<file path="src/rtl/mcpwm_pkg.sv">
package mcpwm_pkg;
  // channel control register layout, bit 0 upward
  typedef struct packed {
    logic inv;       // bit 3: active level low
    logic csel;      // bit 2: counter select
    logic cmp_mode;  // bit 1: compare mode
    logic out_en;    // bit 0: output enable
  } chan_cfg_t;

  localparam int ADDR_GLOBAL = 0;
  localparam int ADDR_CNT_BASE = 1;
  localparam int ADDR_CMP_BASE = 8;
endpackage

</file>
<file path="src/rtl/mcpwm_regs.sv">
module mcpwm_regs
  import mcpwm_pkg::*;
#(
  parameter int CNT_W  = 16,
  parameter int N_CH   = 4,
  parameter int N_CNT  = 2,
  parameter int PS_W   = 3,
  parameter int ADDR_W = 4
) (
  input  logic              clk,
  input  logic              rst_n,
  input  logic              wr_en,
  input  logic [ADDR_W-1:0] wr_addr,
  input  logic [CNT_W-1:0]  wr_data,
  output logic              power_o,
  output logic              stagger_o,
  output logic              cnt_en_o [N_CNT],
  output logic [PS_W-1:0]   ps_sel_o [N_CNT],
  output logic              clr_o    [N_CNT],
  output chan_cfg_t         cfg_o    [N_CH],
  output logic [CNT_W-1:0]  cmp_o    [N_CH]
);
  localparam int CH_BASE = ADDR_CNT_BASE + N_CNT;
  localparam int CLR_BIT = PS_W + 1;

  function automatic logic hit(input logic [ADDR_W-1:0] a, input int target);
    return a == ADDR_W'(target);
  endfunction

  always_ff @(posedge clk or negedge rst_n) begin
    if (!rst_n) begin
      power_o   <= 1'b0;
      stagger_o <= 1'b0;
    end else if (wr_en && hit(wr_addr, ADDR_GLOBAL)) begin
      power_o   <= wr_data[0];
      stagger_o <= wr_data[1];
    end
  end

  for (genvar k = 0; k < N_CNT; k++) begin : g_cnt_reg
    logic sel_w;
    assign sel_w = wr_en && hit(wr_addr, ADDR_CNT_BASE + k);
    assign clr_o[k] = sel_w && wr_data[CLR_BIT];
    always_ff @(posedge clk or negedge rst_n) begin
      if (!rst_n) begin
        cnt_en_o[k] <= 1'b0;
        ps_sel_o[k] <= '0;
      end else if (sel_w) begin
        cnt_en_o[k] <= wr_data[0];
        ps_sel_o[k] <= wr_data[PS_W:1];
      end
    end
  end

  for (genvar c = 0; c < N_CH; c++) begin : g_ch_reg
    always_ff @(posedge clk or negedge rst_n) begin
      if (!rst_n) begin
        cfg_o[c] <= '0;
        cmp_o[c] <= '0;
      end else if (wr_en) begin
        if (hit(wr_addr, CH_BASE + c)) cfg_o[c] <= chan_cfg_t'(wr_data[3:0]);
        if (hit(wr_addr, ADDR_CMP_BASE + c)) cmp_o[c] <= wr_data;
      end
    end
  end
endmodule

</file>
<file path="src/rtl/mcpwm_counter.sv">
module mcpwm_counter #(
  parameter int CNT_W = 16,
  parameter int PS_W  = 3
) (
  input  logic             clk,
  input  logic             rst_n,
  input  logic             run,
  input  logic             clr,
  input  logic [PS_W-1:0]  ps_sel,
  output logic             tick_o,
  output logic             ovf_o,
  output logic             armed_o,
  output logic [CNT_W-1:0] nxt_o,
  output logic             ovf_irq_o
);
  localparam int PC_W = (1 << PS_W) - 1;
  localparam logic [CNT_W-1:0] CNT_MAX = '1;

  // tick when the low `sel` bits of the prescaler are all ones
  function automatic logic ps_hit(input logic [PC_W-1:0] pc, input logic [PS_W-1:0] sel);
    logic [PC_W-1:0] mask;
    mask = (PC_W'(1) << sel) - PC_W'(1);
    return (pc & mask) == mask;
  endfunction

  logic [PC_W-1:0]  pcnt_q;
  logic [CNT_W-1:0] cnt_q;

  assign tick_o = run && ps_hit(pcnt_q, ps_sel);
  assign ovf_o  = tick_o && !clr && (cnt_q == CNT_MAX);
  assign nxt_o  = cnt_q + CNT_W'(1);

  always_ff @(posedge clk or negedge rst_n) begin
    if (!rst_n) begin
      pcnt_q    <= '0;
      cnt_q     <= '0;
      armed_o   <= 1'b0;
      ovf_irq_o <= 1'b0;
    end else begin
      pcnt_q <= (clr || !run) ? '0 : pcnt_q + PC_W'(1);
      if (clr) cnt_q <= '0;
      else if (tick_o) cnt_q <= nxt_o;
      if (clr) armed_o <= 1'b0;
      else if (ovf_o) armed_o <= 1'b1;
      ovf_irq_o <= ovf_o;
    end
  end

  a_r2_wrap_to_zero: assert property (@(posedge clk) disable iff (!rst_n)
    ovf_irq_o |-> (cnt_q == '0));
  a_r2_halt_holds: assert property (@(posedge clk) disable iff (!rst_n)
    (!run && !clr) |=> $stable(cnt_q));
  a_r4_clear_disarms: assert property (@(posedge clk) disable iff (!rst_n)
    clr |=> (!armed_o && cnt_q == '0));
endmodule

</file>
<file path="src/rtl/mcpwm_channel.sv">
module mcpwm_channel
  import mcpwm_pkg::*;
#(
  parameter int CNT_W = 16,
  parameter int N_CH  = 4,
  parameter int IDX   = 0
) (
  input  logic             clk,
  input  logic             rst_n,
  input  chan_cfg_t        cfg,
  input  logic             stagger,
  input  logic [CNT_W-1:0] shadow,
  input  logic             tick,
  input  logic             ovf,
  input  logic             clr,
  input  logic             armed,
  input  logic [CNT_W-1:0] nxt,
  output logic             pin_o,
  output logic             match_irq_o,
  output logic             set_ev_o
);
  localparam int DLY_W = (N_CH > 1) ? $clog2(N_CH) : 1;
  localparam logic [DLY_W-1:0] MY_DLY = DLY_W'(IDX);

  function automatic logic [DLY_W-1:0] launch_delay(input logic stag);
    return stag ? MY_DLY : '0;
  endfunction

  logic             en, gate, match_ev, act_q, act_d;
  logic [DLY_W-1:0] dly_q, dly_d;
  logic [CNT_W-1:0] cmp_q, cmp_use;

  assign en       = cfg.out_en && cfg.cmp_mode;
  assign cmp_use  = (ovf || !armed) ? shadow : cmp_q;
  assign gate     = armed || ovf;
  assign match_ev = en && tick && !clr && (nxt == cmp_use);
  assign set_ev_o = act_d && !act_q;
  assign pin_o    = (act_q && en) ^ cfg.inv;

  always_comb begin
    act_d = act_q;
    dly_d = dly_q;
    if (!en) begin
      act_d = 1'b0;
      dly_d = '0;
    end else if (clr) begin
      dly_d = '0;
    end else if (match_ev && gate) begin
      act_d = 1'b0;
      dly_d = '0;
    end else if (ovf) begin
      if (launch_delay(stagger) == '0) act_d = 1'b1;
      else dly_d = launch_delay(stagger);
    end else if (tick && dly_q != '0) begin
      dly_d = dly_q - DLY_W'(1);
      if (dly_q == DLY_W'(1)) act_d = 1'b1;
    end
  end

  always_ff @(posedge clk or negedge rst_n) begin
    if (!rst_n) begin
      act_q       <= 1'b0;
      dly_q       <= '0;
      cmp_q       <= '0;
      match_irq_o <= 1'b0;
    end else begin
      act_q       <= act_d;
      dly_q       <= dly_d;
      cmp_q       <= cmp_use;
      match_irq_o <= match_ev;
    end
  end

  a_r6_hold_unarmed: assert property (@(posedge clk) disable iff (!rst_n)
    (en && !armed && !ovf) |=> $stable(act_q));
  a_r7_match_deactivates: assert property (@(posedge clk) disable iff (!rst_n)
    (match_ev && gate) |=> !act_q);
  a_r5_disabled_idle: assert property (@(posedge clk) disable iff (!rst_n)
    !en |=> (!act_q && !match_irq_o));
endmodule

</file>
<file path="src/rtl/mcpwm_timer.sv">
module mcpwm_timer
  import mcpwm_pkg::*;
#(
  parameter int CNT_W  = 16,
  parameter int N_CH   = 4,
  parameter int PS_W   = 3,
  parameter int ADDR_W = 4
) (
  input  logic              clk,
  input  logic              rst_n,
  input  logic              wr_en,
  input  logic [ADDR_W-1:0] wr_addr,
  input  logic [CNT_W-1:0]  wr_data,
  output logic [N_CH-1:0]   pwm_o,
  output logic [N_CH-1:0]   match_irq_o,
  output logic [1:0]        ovf_irq_o
);
  localparam int N_CNT = 2;  // fixed by the one-bit counter select

  logic             power, stagger;
  logic             cnt_en [N_CNT];
  logic [PS_W-1:0]  ps_sel [N_CNT];
  logic             clr    [N_CNT];
  chan_cfg_t        cfg    [N_CH];
  logic [CNT_W-1:0] cmp    [N_CH];
  logic             tick   [N_CNT];
  logic             ovf    [N_CNT];
  logic             armed  [N_CNT];
  logic [CNT_W-1:0] nxt    [N_CNT];
  logic [N_CH-1:0]  set_ev;

  mcpwm_regs #(
    .CNT_W(CNT_W), .N_CH(N_CH), .N_CNT(N_CNT), .PS_W(PS_W), .ADDR_W(ADDR_W)
  ) u_regs (
    .clk, .rst_n, .wr_en, .wr_addr, .wr_data,
    .power_o(power), .stagger_o(stagger), .cnt_en_o(cnt_en), .ps_sel_o(ps_sel),
    .clr_o(clr), .cfg_o(cfg), .cmp_o(cmp)
  );

  for (genvar k = 0; k < N_CNT; k++) begin : g_cnt
    mcpwm_counter #(.CNT_W(CNT_W), .PS_W(PS_W)) u_cnt (
      .clk, .rst_n,
      .run(power && cnt_en[k]), .clr(clr[k]), .ps_sel(ps_sel[k]),
      .tick_o(tick[k]), .ovf_o(ovf[k]), .armed_o(armed[k]), .nxt_o(nxt[k]),
      .ovf_irq_o(ovf_irq_o[k])
    );
  end

  for (genvar c = 0; c < N_CH; c++) begin : g_ch
    logic s;
    assign s = cfg[c].csel;
    mcpwm_channel #(.CNT_W(CNT_W), .N_CH(N_CH), .IDX(c)) u_ch (
      .clk, .rst_n, .cfg(cfg[c]), .stagger, .shadow(cmp[c]),
      .tick(tick[s]), .ovf(ovf[s]), .clr(clr[s]), .armed(armed[s]), .nxt(nxt[s]),
      .pin_o(pwm_o[c]), .match_irq_o(match_irq_o[c]), .set_ev_o(set_ev[c])
    );
  end

  for (genvar k = 0; k < N_CNT; k++) begin : g_stag_chk
    logic [N_CH-1:0] on_k;
    for (genvar c = 0; c < N_CH; c++) begin : g_on
      assign on_k[c] = (cfg[c].csel == k[0]);
    end
    a_r9_stagger_apart: assert property (@(posedge clk) disable iff (!rst_n)
      stagger |-> $onehot0(set_ev & on_k));
  end
endmodule

</file>
<file path="config.mk">
export PLATFORM = sky130hd
export DESIGN_NAME = mcpwm_timer
export DESIGN_NICKNAME = d
export VERILOG_FILES = /design/src/rtl/mcpwm_pkg.sv /design/src/rtl/mcpwm_regs.sv /design/src/rtl/mcpwm_counter.sv /design/src/rtl/mcpwm_channel.sv /design/src/rtl/mcpwm_timer.sv
export SDC_FILE = /design/constraint.sdc
export NUM_CORES = 1
export LEC_CHECK = 0
export ABC_AREA = 1
export BUFFER_PORTS_ARGS = -buffer_cell sky130_fd_sc_hd__buf_2
export CAP_MARGIN = 20
export CORE_AREA = 2 2 243 185
export CTS_CLUSTER_DIAMETER = 200
export DETAILED_ROUTE_END_ITERATION = 10
export DIE_AREA = 0 0 245 187
export SLEW_MARGIN = 30
export SYNTH_ARGS = -nofsm -noshare
export SYNTH_HDL_FRONTEND = slang
export SYNTH_SLANG_ARGS = --single-unit
</file>
<file path="constraint.sdc">
create_clock -name clk -period 6.45 [get_ports clk]
set_input_delay 0.3225 -clock clk [delete_from_list [all_inputs] [get_ports clk]]
set_output_delay 0.3225 -clock clk [all_outputs]
set_load 0.03 [all_outputs]
</file>
### After elaboration in Yosys (flattened, before gate mapping)

Cells that the tools add are included.

| word-level totals | value |
|---|---|
| output and inout bits | 10 |
| bits in registers | 220 |

| operators by class | value |
|---|---|
| add/sub/neg operators | 10 |
| eq/ne operators | 45 |
| multiplexer cells | 127 |
| bitwise operators | 10 |
| magnitude comparators | 4 |
| reduce and logical (&&, ||, !) cells | 91 |
| shifts and indexed selects | 2 |

Operator list:

| operator | number |
|---|---|
| 16-bit 2-to-1 mux | 20 |
| 1-bit 2-to-1 mux | 80 |
| 16-bit == test | 4 |
| 2-bit 2-to-1 mux | 25 |
| 1-bit logical AND | 41 |
| 4-bit by 3-bit inequality test with 1-bit output (second input constant) | 9 |
| 16-bit by 1-bit adder with 16-bit output (second input constant) | 2 |
| 16-bit == test (second input constant) | 2 |
| 2-bit AND reduction | 12 |
| 4-bit == test (second input constant) | 4 |
| 4-bit inequality test (second input constant) | 4 |
| 2-bit nonzero test | 8 |
| 5-bit by 3-bit inequality test with 1-bit output (second input constant) | 3 |
| 5-bit inequality test (second input constant) | 3 |
| 7-bit by 1-bit adder with 7-bit output (second input constant) | 2 |
| 7-bit bitwise AND | 2 |
| 7-bit == test | 2 |
| 7-bit 2-to-1 mux | 2 |
| 1-bit by 3-bit left shift with 7-bit output (first input constant) | 2 |
| 7-bit by 2-bit subtractor with 7-bit output (second input constant) | 2 |
| 4-bit by 3-bit == test with 1-bit output (second input constant) | 3 |
| 1-bit zero test | 12 |
| 4-bit AND reduction | 3 |
| 1-bit logical OR | 10 |
| 11 further kinds | 32 |

### Longest topological paths before layout

Gate-level depths: netlist of the first run.

| depth | value |
|---|---|
| depth after elaboration | 18 |
| mapped depth | 28 |

### Cells and area by module

Synthesis of the first run repeated with hierarchy kept, for this count alone.

| second synthesis, totals | value |
|---|---|
| cell total of the unflattened synthesis | 2021 |
| area, all modules | 13888.3 µm² |

By module, submodules not included:

| module | instances | area an instance (µm²) | sequential area each (µm²) | cells an instance |
|---|---|---|---|---|
| mcpwm_regs | 1 | 3883.7 | 2252.2 | 455 |
| mcpwm_counter (g_cnt[1].u_cnt) | 1 | 1749.2 | 625.6 | 227 |
| mcpwm_counter (g_cnt[0].u_cnt) | 1 | 1747.9 | 625.6 | 238 |
| mcpwm_channel (g_ch[2].u_ch) | 1 | 1476.4 | 500.5 | 228 |
| mcpwm_channel (g_ch[1].u_ch) | 1 | 1365.1 | 500.5 | 213 |
| mcpwm_channel (g_ch[3].u_ch) | 1 | 1361.3 | 500.5 | 212 |
| mcpwm_channel (g_ch[0].u_ch) | 1 | 1223.7 | 500.5 | 184 |
| mcpwm_timer | 1 | 1081.0 | 0.0 | 264 |

### Least setup slack after synthesis of the first run

OpenSTA, ideal clock, no wires.

| timing | value |
|---|---|
| path kind | register -> register |
| from | reg u_regs.ps_sel_o[4] (netlist name) |
| to | reg g_ch[2].u_ch.dly_q[0] |
| period minus slack after synthesis | 2.885 ns |
| data required time | 6.332 ns |
| slack | 3.565 ns |
| buffers on the path | 2 |
| stages on the path, launching flop included | 26 |
| data arrival time | 2.768 ns |
| setup time | 0.118 ns |
| path through | dfrtp_1 -> buf_4 -> nor2_4 -> nand2_2 -> ha_1 -> nor2_1 -> nor2_1 -> nand3_1 -> nor2_1 -> nand2_1 -> nor2_2 -> nand3_2 -> nand2_2 -> nand2_8 -> nand2_8 -> buf_8 -> nand2_1 -> nand2_2 -> xor2_1 -> nand3_1 -> nor2_1 -> nand3_1 -> nor2_1 -> nor2_1 -> nand3_1 -> nand2_1 |

| on the way | value |
|---|---|
| cells in the longest elaborated chain, start to end | 18 |
| elaborated cells on any way between the ends | 29 |
| classes of those cells | add/sub: 1; eq/ne: 4; shift: 1; mux: 11; bitwise: 1; reduce/logical: 11 |

Ends and longest elaborated chain:

| element | line | source |
|---|---|---|
| from (decl) | mcpwm_regs.sv:18 | `output logic [PS_W-1:0] ps_sel_o [N_CNT],` |
| from (signal, indexed assignment) | mcpwm_regs.sv:50 | `ps_sel_o[k] <= wr_data[PS_W:1];` |
| 1-bit by 3-bit left shift with 7-bit output * | mcpwm_counter.sv:22 | `mask = (PC_W'(1) << sel) - PC_W'(1);` |
| 7-bit by 2-bit subtractor with 7-bit output * | mcpwm_counter.sv:22 |  |
| 7-bit bitwise AND | mcpwm_counter.sv:23 | `return (pc & mask) == mask;` |
| 7-bit == test * | mcpwm_counter.sv:23 |  |
| 1-bit logical AND * | mcpwm_counter.sv:29 | `assign tick_o = run && ps_hit(pcnt_q, ps_sel);` |
| 1-bit logical AND * (2 in series) | mcpwm_counter.sv:30 | `assign ovf_o = tick_o && !clr && (cnt_q == CNT_MAX);` |
| 1-bit 2-to-1 mux (not written as such) * (3 in series) | mcpwm_timer.sv:54 | `.tick(tick[s]), .ovf(ovf[s]), .clr(clr[s]), .armed(armed[s]), .nxt(nxt[s]),` |
| 1-bit logical OR * | mcpwm_channel.sv:34 | `assign cmp_use = (ovf \|\| !armed) ? shadow : cmp_q;` |
| 16-bit 2-to-1 mux * | mcpwm_channel.sv:34 |  |
| named net g_ch[2].u_ch.cmp_use[6] | mcpwm_channel.sv:31 | `logic [CNT_W-1:0] cmp_q, cmp_use;` |
| 16-bit == test * | mcpwm_channel.sv:36 | `assign match_ev = en && tick && !clr && (nxt == cmp_use);` |
| 1-bit logical AND * | mcpwm_channel.sv:36 |  |
| 1-bit logical AND * | mcpwm_channel.sv:48 | `end else if (match_ev && gate) begin` |
| 2-bit 2-to-1 mux | mcpwm_channel.sv:48 |  |
| 2-bit 2-to-1 mux | mcpwm_channel.sv:46 | `end else if (clr) begin` |
| 2-bit 2-to-1 mux | mcpwm_channel.sv:43 | `if (!en) begin` |
| to (signal assigned) | mcpwm_channel.sv:68 | `dly_q <= dly_d;` |
| to (decl) | mcpwm_channel.sv:30 | `logic [DLY_W-1:0] dly_q, dly_d;` |

The timed path passes the listed nets; every way through them passes the cells marked *. The select of a mux whose other input is x is not followed.
A chain may end at the register's enable or synchronous reset.

### Final worst setup path of the first run

| timing | value |
|---|---|
| from | reg u_regs.ps_sel_o[4] (netlist name) |
| to | reg g_ch[3].u_ch.dly_q[1] |

| on the way | value |
|---|---|
| cells in the longest elaborated chain, start to end | 18 |
| elaborated cells on any way between the ends | 29 |
| classes of those cells | add/sub: 1; eq/ne: 4; shift: 1; mux: 11; bitwise: 1; reduce/logical: 11 |

Ends and longest elaborated chain:

| element | line |
|---|---|
| 1-bit by 3-bit left shift with 7-bit output * | mcpwm_counter.sv:22 |
| 7-bit by 2-bit subtractor with 7-bit output * | mcpwm_counter.sv:22 |
| 7-bit bitwise AND | mcpwm_counter.sv:23 |
| 7-bit == test * | mcpwm_counter.sv:23 |
| 1-bit logical AND * | mcpwm_counter.sv:29 |
| 1-bit logical AND (2 in series) | mcpwm_counter.sv:30 |
| 1-bit 2-to-1 mux (not written as such) (3 in series) | mcpwm_timer.sv:54 |
| 1-bit logical OR | mcpwm_channel.sv:34 |
| 16-bit 2-to-1 mux | mcpwm_channel.sv:34 |
| 16-bit == test | mcpwm_channel.sv:36 |
| 1-bit logical AND | mcpwm_channel.sv:36 |
| 1-bit logical AND | mcpwm_channel.sv:48 |
| 2-bit 2-to-1 mux | mcpwm_channel.sv:48 |
| 2-bit 2-to-1 mux | mcpwm_channel.sv:46 |
| 2-bit 2-to-1 mux | mcpwm_channel.sv:43 |
| to (signal assigned) | mcpwm_channel.sv:68 |
| to (decl) | mcpwm_channel.sv:30 |

Every way passes the cells marked *; elsewhere a longest branch is shown, timed or not. The select of a mux whose other input is x is not followed.

==> impl_metrics.ini, run 1 <==
[worst_setup_path]
crit_fanout = 21
end_kind = register
cp-start-kind = register
critPathRequiredTime_ps = 6940
critPathArrivalTime_ps = 4600
crit_path_frequent_cell = nand2_1
crit_type = reg -> reg
slowest_delay_ps = 660
crit_slowest_cell = nand3_1

[cells_and_area]
antennaDiodeCount = 0
fin_nets = 1775
fin_area_um2 = 14520
drive_gt1_share_pct = 11.61
fin_util_pct = 33.12
area_growth_pct = 12.42

[flow_run]
max_cap_violations = 0

[power]
leakagePower_nw = 7.151
ir_drop_v = 0.0002488
p_total_mw = 5.865
power_density_nw_per_um2 = 403.9

[cts]
clock_latency_ps = 560
h-tree-depth = 1
cts_tree = built
clock-sinks = 220
cts_buffers = 25
clkTransAtPathRegs_ps = 60
clockBufferDepth = 3
root_buffer = clkbuf_16
cts_setup_buffers = 0

[sta]
fin_setup_tns_ps = 0
finalSetupViolations = 0
max_freq_mhz = 243.1
period_share_pct = 63.78
slew_headroom_pct = 35.93
fin_skew_ps = 17.22
fin_crit_ps = 4114
rsz0062_at_grt = false
tightest_slew_ps = 951.0
hold_viol_final = 0
slew_viol_final = 0

[synth]
yosysTopAreaCellShare_pct = 42.62
syn_area_per_cell_um2 = 7.479
syn-num-nets = 1764
synth_edf_count = 0
synth_warnings = 0
synth_flop_cell = dfrtp_1
synthCells = 1727
ys_types = 51
synth_seq_cells = 220
ys_async_sr_fraction_pct = 100.0
synth_top_area_cell = dfrtp_1
yosysSeqAreaShare_pct = 42.62
ys_top_cells_by_area = dfrtp_1, nand2_1, nand3_1
netlist_area_um2 = 12920

[floorplan]
die_w_um = 245
coreArea_um2 = 43840
num_rows = 67
die-area_um2 = 45820
initial_utilization_pct = 29.46
io_pins = 33
die_y_um = 187

[place]
dpl_cell_area_um2 = 13570
io_buffers = 32
hpwl_um = 29780
gp_congestion = 0.9465

[global_routing]
track_usage_pct = 17.88
antenna_found_initial = 2
gr-total-overflow = 0
grt_pass1_wl_um = 63470
first_global_vias = 10910
use_met2_pct = 24.82
use_met3_pct = 3.386
gr-max-usage-layer = met1
grt_max_degree = 112
gr-usage-met1_pct = 27.70

[drt]
dr.pass1.iters = 8
finalWirelength_um = 40610
drtIter0Drc = 1051
ant_nets = 0
routed_via_density = 4.940
drc = 0
vias = 11580
wire_per_inst_um = 17.33

[hold_path]
hp-class = in -> reg

[status]
status = completed
power by group:
group          internal [mW]  total [mW]  switching (mW)
clock                  0.963        1.58           0.616
sequential              1.74        1.99           0.246
combinational          0.722        2.30            1.57
total                   3.43        5.86            2.44
cell type report:
| cell class | instances | area [µm²] |
|---|---|---|
| inverters | 218 | 818.3 |
| flip-flops and latches | 220 | 5505 |
| clock inverters | 13 | 210.2 |
| multi-input cells | 1232 | 6285 |
| well taps | 586 | 733.2 |
| repair buffers | 41 | 272.8 |
| fillers | 4609 | 29320 |
| clock buffers | 33 | 695.7 |
cells by family (layout without fill, tap and decap cells):
logic type	after synthesis	count (layout)	share of synthesized area, %
AND/OR/NAND/NOR	954	954	33.38
buffers and inverters	275	305	8.893
flip-flops	220	220	42.62
AO/OA/AOI/OAI	197	197	8.447
multiplexers	39	39	3.400
XOR/XNOR	28	28	1.899
adder cells (fa/ha/maj)	14	14	1.356
sequential cells by signal, summed over array words and instances, names as in the netlist:
register,cells
g_ch.u_ch.act_q,4
g_ch.u_ch.cmp_q,64
g_ch.u_ch.dly_q,8
g_ch.u_ch.match_irq_o,4
g_cnt.u_cnt.armed_o,2
g_cnt.u_cnt.cnt_q,32
g_cnt.u_cnt.ovf_irq_o,2
g_cnt.u_cnt.pcnt_q,14
u_regs.cfg_o,16
u_regs.cmp_o,64
u_regs.cnt_en_o,2
u_regs.power_o,1
u_regs.ps_sel_o,6
u_regs.stagger_o,1
metal layers:
layer / routed length, µm / vias up
li1: - / 5586
met1: 19530 / 5470
met2: 16380 / 441
met3: 3419 / 76
met4: 1273 / 2
met5: 8 / -
placed cells by master, fill, tap and decap left out, types with 16 or more instances in the layout:
cell type	netlist	routed
o21ai_0	118	116
inv_1	214	214
dfrtp_1	220	220
nand3_1	166	166
nand3b_1	20	20
nor3_1	17	16
clkbuf_16	0	25
buf_2	6	31
nand2_1	497	497
mux2_2	39	39
nor2_1	145	142
nand4_1	30	30
o22ai_1	24	24
a21oi_1	27	27
nand2_2	34	34
xor2_1	23	23
final timing paths:
kind,start,to,slack (ps),cells past startpoint
min in group asynchronous,rst_n,g_cnt[0].u_cnt.pcnt_q[3],280,2
worst min register to register,u_regs.cnt_en_o[1],u_regs.cnt_en_o[1],490,2
worst max register to register,u_regs.ps_sel_o[4],g_ch[3].u_ch.dly_q[1],2340,25
worst max-delay path,u_regs.ps_sel_o[4],g_ch[3].u_ch.dly_q[1],2340,25
worst min-delay path,wr_data[0],u_regs.cmp_o[48],40,3
max in group asynchronous,rst_n,g_ch[0].u_ch.cmp_q[7],5170,3
cells in the mapped netlist (11+ instances only):
cell type / n
nand2_2: 34
nand2_1: 497
nand3b_1: 20
nor3_1: 17
ha_1: 14
nand4_1: 30
inv_1: 214
xor2_1: 23
clkbuf_1: 27
buf_4: 14
nand2_4: 11
a21oi_1: 27
nand3_1: 166
mux2_2: 39
dfrtp_1: 220
o21ai_0: 118
nor2_1: 145
o22ai_1: 24
what timing repair did:
action / CTS / global route
hold buffers: 1 / 0
endpoints found under the hold margin: 110 / 0
resized for setup: 0 / 0
through the flow:
step	hold slack (ps)	worst slack, ps	std cells
2_1_floorplan	26.91	3565	1727
3_3_place_gp	455.0	2506	2295
3_5_place_dp	465.4	2409	2295
4_1_cts	10.85	2370	2342
5_1_grt	28.16	1858	2343
6_report	37.56	2337	2343
critical path: cells and delay by family, from the launching register on:
kind / cells / cell delay (ps)
fa+ha+maj: 1 / 290
buf+inv: 1 / 40
flops: 1 / 490
simple gates: 23 / 3210
(Power assumes the default switching activity.)
==> inputs of run 2 (changes only) <==
==> constraint.sdc (replaced) <==
create_clock -name clk -period 4.3 [get_ports clk]
set_input_delay 0.215 -clock clk [delete_from_list [all_inputs] [get_ports clk]]
set_output_delay 0.215 -clock clk [all_outputs]
set_load 0.03 [all_outputs]
==> run 2 against run 1 <==
Net effect: worst hold slack worse by 11 ps; total power is 46% higher; register-to-register slack worse by 1800 ps; critical path type unchanged; critical endpoint unchanged; highest routed layer is now met4.
==> impl_metrics.ini, run 2 (synthesized netlist as in run 1, its figures left out) <==
[drt]
dr.pass1.iters = 7
ant_nets = 0
vias = 11680
finalWirelength_um = 41270
drc = 0
drtIter0Drc = 1285
wire_per_inst_um = 17.55
routed_via_density = 4.967

[power]
p_sw_share_pct = 42.61
p_int_mw = 4.928
switching_power_mw = 3.658
power_density_nw_per_um2 = 592.3
p_seq_share_pct = 34.8
comb_power_share_pct = 40.7
ir_drop_v = 0.0003267
power.share.clock_pct = 24.5
leakagePower_nw = 7.159

[worst_setup_path]
crit_path_frequent_cell = nand2_1
slowest_delay_ps = 490
critical_path.top_delay_family = simple AND/OR/NAND/NOR gates
r2r_end = g_ch[3].u_ch.dly_q[1]
r2r.worst_path.cells = 26
crit_slowest_cell = dfrtp_1
crit_fanout = 21
r2r_slack_ps = 530
crit_type = reg -> reg
critPathRequiredTime_ps = 4780
cp-start-kind = register
critPathArrivalTime_ps = 4250
timing.rr.start = u_regs.ps_sel_o[4]
end_kind = register
cp-startpoint = u_regs.ps_sel_o[4]
path_buf_inv = 2

[sta]
fin_crit_ps = 3771
slew_headroom_pct = 32.85
max_freq_mhz = 265.2
tightest_slew_ps = 996.8
rsz0062_at_grt = false
slew_viol_final = 0
finalSetupViolations = 0
fin_skew_ps = 25.28
fin_ws_ps = 529.0
fin_setup_tns_ps = 0
period_share_pct = 87.70
hold_viol_final = 0

[global_routing]
track_usage_pct = 18.08
gr-usage-met1_pct = 27.83
grt_max_degree = 122
use_met2_pct = 24.83
first_global_vias = 10870
use_met3_pct = 4.247
grt_pass1_wl_um = 64060
antenna_found_initial = 0
gr-total-overflow = 0
gr-max-usage-layer = met1

[cts]
h-tree-depth = 1
cts_tree = built
root_buffer = clkbuf_16
clockBufferDepth = 3
clock-sinks = 220
clkTransAtPathRegs_ps = 60
clock_latency_ps = 560
cts_buffers = 25

[place]
hpwl_um = 30080
dpl.cell_count = 2303
gp_congestion = 0.9294
io_buffers = 32
dp_slack_ps = 636.5

[cells_and_area]
reg.largest.list = g_ch.u_ch.cmp_q (64), u_regs.cmp_o (64), g_cnt.u_cnt.cnt_q (32)
area_growth_pct = 12.24
antennaDiodeCount = 0
drive_gt1_share_pct = 11.78
fin_cells = 2351
final.fill_count = 4660
final_cell_mix = nand2_1, dfrtp_1, inv_1
fin_nets = 1788
final_common_cell = nand2_1

[hold_path]
hold-path-cell-count = 3
hp-class = in -> reg
min-delay-start = wr_data[9]
min_to = u_regs.cmp_o[41]

[floorplan]
die-area_um2 = 45820
coreArea_um2 = 43840
io_pins = 33
num_rows = 67
initial_utilization_pct = 29.46
die_y_um = 187
die_w_um = 245

[flow_run]
max_cap_violations = 0

[status]
status = completed
==> run 2: cell count changes in the layout (fill, tap and decap cells not counted) <==
cell and change:
buf_12 -1, o21ai_0 +1, clkbuf_8 +1, clkbuf_1 -1, bufinv_16 -4, buf_4 +9
clkinvlp_4 -2, o21ai_1 -1, dlygate4sd3_1 +5, clkinv_2 +1
==> run 2: worst min-delay path: stages <==
cell     delay, ps
buf_2          180
nand2_1         70
o21ai_0         70
==> run 2: area by class of cell <==
type | instances | area, µm² | share of cell area, %
timing repair buffer | 54 | 370.4 | 2.555
tap | 586 | 733.2 | 5.057
sequential | 220 | 5505 | 37.97
clock inverter | 8 | 80.08 | 0.5523
clock buffer | 33 | 705.7 | 4.868
multi-input combinational | 1232 | 6285 | 43.35
inverter | 218 | 818.3 | 5.644
==> run 2: timing repair <==
action	4_1_cts	5_1_grt
endpoints found under the hold margin	130	0
setup buffers	0	0
hold buffers	6	0
setup endpoints to repair	0	0
gates resized for setup	0	0
==> run 2: metrics by stage <==
| stage | power, mW | util [%] | area, µm² | hold WS, ps |
|---|---|---|---|---|
| global placement | 6.367 | 31.05 | 13610 | 376.4 |
| floorplan | 5.404 | - | 12920 | -80.59 |
| CTS | 8.562 | 33.00 | 14470 | 1.208 |
| finish | 8.586 | 33.07 | 14500 | 26.20 |
| global route | 9.214 | 33.07 | 14500 | 31.27 |
| detailed placement | 6.421 | 31.08 | 13620 | 383.3 |
==> run 2: metal layers <==
layer | wire length, µm | part of all wire, %
met5 | 0 | 0
met4 | 1271 | 3.1
met3 | 3401 | 8.2
met2 | 16390 | 40
met1 | 20210 | 49
==> run 2: worst max path at each step <==
stage	endpoint	slack, ps	depth (start not counted)
final	g_ch[3].u_ch.dly_q[1]	530	26
after global routing	g_ch[3].u_ch.dly_q[1]	100	26
after CTS	g_ch[3].u_ch.dly_q[1]	610	26
after detailed placement	g_ch[3].u_ch.dly_q[0]	640	26
after global placement	g_ch[3].u_ch.dly_q[0]	670	26
after floorplan	g_ch[2].u_ch.dly_q[0]	1410	25
==> run 2: power by group through the flow <==
stage | Combinational, mW | Clock (mW) | Sequential, mW
2_1_floorplan | 2.54 | 0 | 2.86
3_3_place_gp | 3.37 | 0 | 3.00
3_5_place_dp | 3.41 | 0 | 3.01
4_1_cts | 3.43 | 2.15 | 2.98
5_1_grt | 3.91 | 2.25 | 3.05
6_report | 3.49 | 2.11 | 2.99
==> inputs of run 3 (changes only) <==
--- a/config.mk
+++ b/config.mk
@@ -8,11 +8,12 @@
 export ABC_AREA = 1
 export BUFFER_PORTS_ARGS = -buffer_cell sky130_fd_sc_hd__buf_2
 export CAP_MARGIN = 20
-export CORE_AREA = 2 2 243 185
+export CORE_AREA = 2 2 252 192
 export CTS_CLUSTER_DIAMETER = 200
 export DETAILED_ROUTE_END_ITERATION = 10
-export DIE_AREA = 0 0 245 187
+export DIE_AREA = 0 0 254 194
 export SLEW_MARGIN = 30
 export SYNTH_ARGS = -nofsm -noshare
 export SYNTH_HDL_FRONTEND = slang
+export SYNTH_HIERARCHICAL = 1
 export SYNTH_SLANG_ARGS = --single-unit
==> run 3 against run 2 <==
Net effect: clock skew shrank 13 ps; synthesized area grew 7.4%; first-iteration DRC count grew 3.3%; via count grew 12%; critical path type unchanged; combinational power shrank 49%; total power shrank 20%; largest cell class unchanged; sequential cell count is the same; fmax shrank 4.7%; critical endpoint is now g_ch[2].u_ch/match_irq_o.
==> impl_metrics.ini, run 3 <==
[power]
power_density_nw_per_um2 = 442.3
leakagePower_nw = 8.065
ir_drop_v = 0.0002873
p_total_mw = 6.892

[cells_and_area]
multi_input_area_um2 = 7014
drive_gt1_share_pct = 9.399
area_growth_pct = 12.31
fin_cells = 2703
fin_util_pct = 33.30
fin_nets = 2082
final_common_cell = nand2_1
antennaDiodeCount = 0
ff_latch_area_um2 = 5505
final.fill_count = 5098
final_cell_mix = nand2_1, dfrtp_1, inv_1
reg.largest.list = g_ch.u_ch/cmp_q (64), u_regs/cmp_o (64), g_cnt.u_cnt/cnt_q (32)

[drt]
dr.pass1.iters = 5
drtIter0Drc = 1327
wire_per_inst_um = 16.67
vias = 13040
ant_nets = 0
finalWirelength_um = 45070
routed_via_density = 4.825
drc = 0

[hold_path]
hp-class = in -> reg

[global_routing]
gr-total-overflow = 0
track_usage_pct = 18.41
first_global_vias = 12190
antenna_found_initial = 1
grt_max_degree = 77
grt_pass1_wl_um = 70290

[synth]
netlist_area_um2 = 13870
synth_warnings = 6
synthCells = 2017
syn-num-nets = 2054
syn_area_per_cell_um2 = 6.878

[worst_setup_path]
crit_type = reg -> reg
critPathArrivalTime_ps = 4400
end_kind = register
slowest_delay_ps = 490
cp-start-kind = register
path_buf_inv = 2
crit_slowest_cell = dfrtp_1
critical_path.top_delay_family = simple AND/OR/NAND/NOR gates
crit_path_frequent_cell = nand2_1
critPathRequiredTime_ps = 4740
crit_fanout = 25
path_cells = nor2_4 -> nand2_1 -> ha_1 -> nor2_1 -> nor2_1 -> nand3_1 -> nor2_4 -> nand2_4 -> nor2_8 -> nand3b_1 -> nor2_1 -> buf_4 -> nand2_1 -> nand2_1 -> inv_2 -> nand2_4 -> nand2_1 -> nand2_1 -> nor2_1 -> nor3_2 -> nand2_1 -> nor3_2 -> nand3_1 -> nor2_1

[sta]
rsz0062_at_grt = false
period_share_pct = 92.07
fin_skew_ps = 12.61
slew_headroom_pct = 32.54
finalSetupViolations = 0
fin_ws_ps = 341.2
fin_setup_tns_ps = 0
slew_viol_final = 0
hold_viol_final = 0
max_freq_mhz = 252.6
tightest_slew_ps = 1008
fin_crit_ps = 3959

[status]
status = completed

[place]
dpl.cell_count = 2647
hpwl_um = 32940
dp_slack_ps = 398.6
gp_congestion = 0.9253
io_buffers = 32

[cts]
clockBufferDepth = 3
cts_setup_buffers = 0
cts_tree = built
cts_buffers = 25
root_buffer = clkbuf_16
clock_latency_ps = 550
h-tree-depth = 1
clock-sinks = 220
clkTransAtPathRegs_ps = 60

[floorplan]
die_w_um = 254
io_pins = 33
num_rows = 69
initial_utilization_pct = 29.65
die_y_um = 194
coreArea_um2 = 46790
die-area_um2 = 49280

[flow_run]
max_cap_violations = 0
==> run 3: cell type report <==
class,count,share of cell area (%)
clock buffer,28,4.280
clock inverter,18,1.526
inverter,232,5.621
multi-input combinational,1499,45.02
sequential,220,35.33
tap,639,5.131
timing repair buffer,67,3.092
==> run 3: what timing repair did <==
item | CTS | global route
hold buffers | 10 | 0
resized for setup | 0 | 1
endpoints found under the hold margin | 84 | 0
setup endpoints to repair | 0 | 1
==> run 3: per-stage QoR <==
stage               instance area [µm²]  hold slack (ps)
finish                            15580            12.35
global route                      15580            13.29
CTS                               15570            3.158
detailed placement                14570            149.6
global placement                  14530            393.2
floorplan                         13870           -80.59
==> run 3: per-layer routing <==
metal  share of wire (%)  wire (µm)  up-vias  track usage, %
met5                   0          0        -               0
met4                 2.6       1192        0           5.033
met3                  10       4585       80           4.685
met2                  41      18300      482           25.76
met1                  47      20990     6123           27.64
li1                    -          -     6358               -
==> run 3: worst reg2reg max path, stage by stage (launching register included) <==
cell,delay (ps)
dfrtp_1,490
nor2_4,200
nand2_1,80
ha_1,280
nor2_1,50
nor2_1,80
nand3_1,130
nor2_4,150
nand2_4,80
nor2_8,80
nand3b_1,70
nor2_1,290
buf_4,190
nand2_1,50
nand2_1,230
inv_2,210
nand2_4,310
nand2_1,80
nand2_1,100
nor2_1,80
nor3_2,120
nand2_1,90
nor3_2,130
nand3_1,100
nor2_1,200
==> run 3: power by group <==
group          leakage (nW)  switching [mW]  internal [mW]
Combinational          4.81            1.20          0.573
Sequential             2.82           0.299           2.45
Clock                 0.442           0.940           1.42
==> run 3: path summary, 6_finish.rpt <==
path / start / end / slack (ps) / cells past startpoint
worst min-delay path: wr_data[12] / u_regs/cmp_o[60] / 10 / 3
worst min register to register: u_regs/cnt_en_o[1] / u_regs/cnt_en_o[1] / 480 / 2
worst max-delay path: u_regs/ps_sel_o[1] / g_ch[2].u_ch/match_irq_o / 340 / 24
max in group asynchronous: rst_n / g_ch[3].u_ch/match_irq_o / 2900 / 4
min in group asynchronous: rst_n / u_regs/cfg_o[4] / 160 / 2
worst max register to register: u_regs/ps_sel_o[1] / g_ch[2].u_ch/match_irq_o / 340 / 24
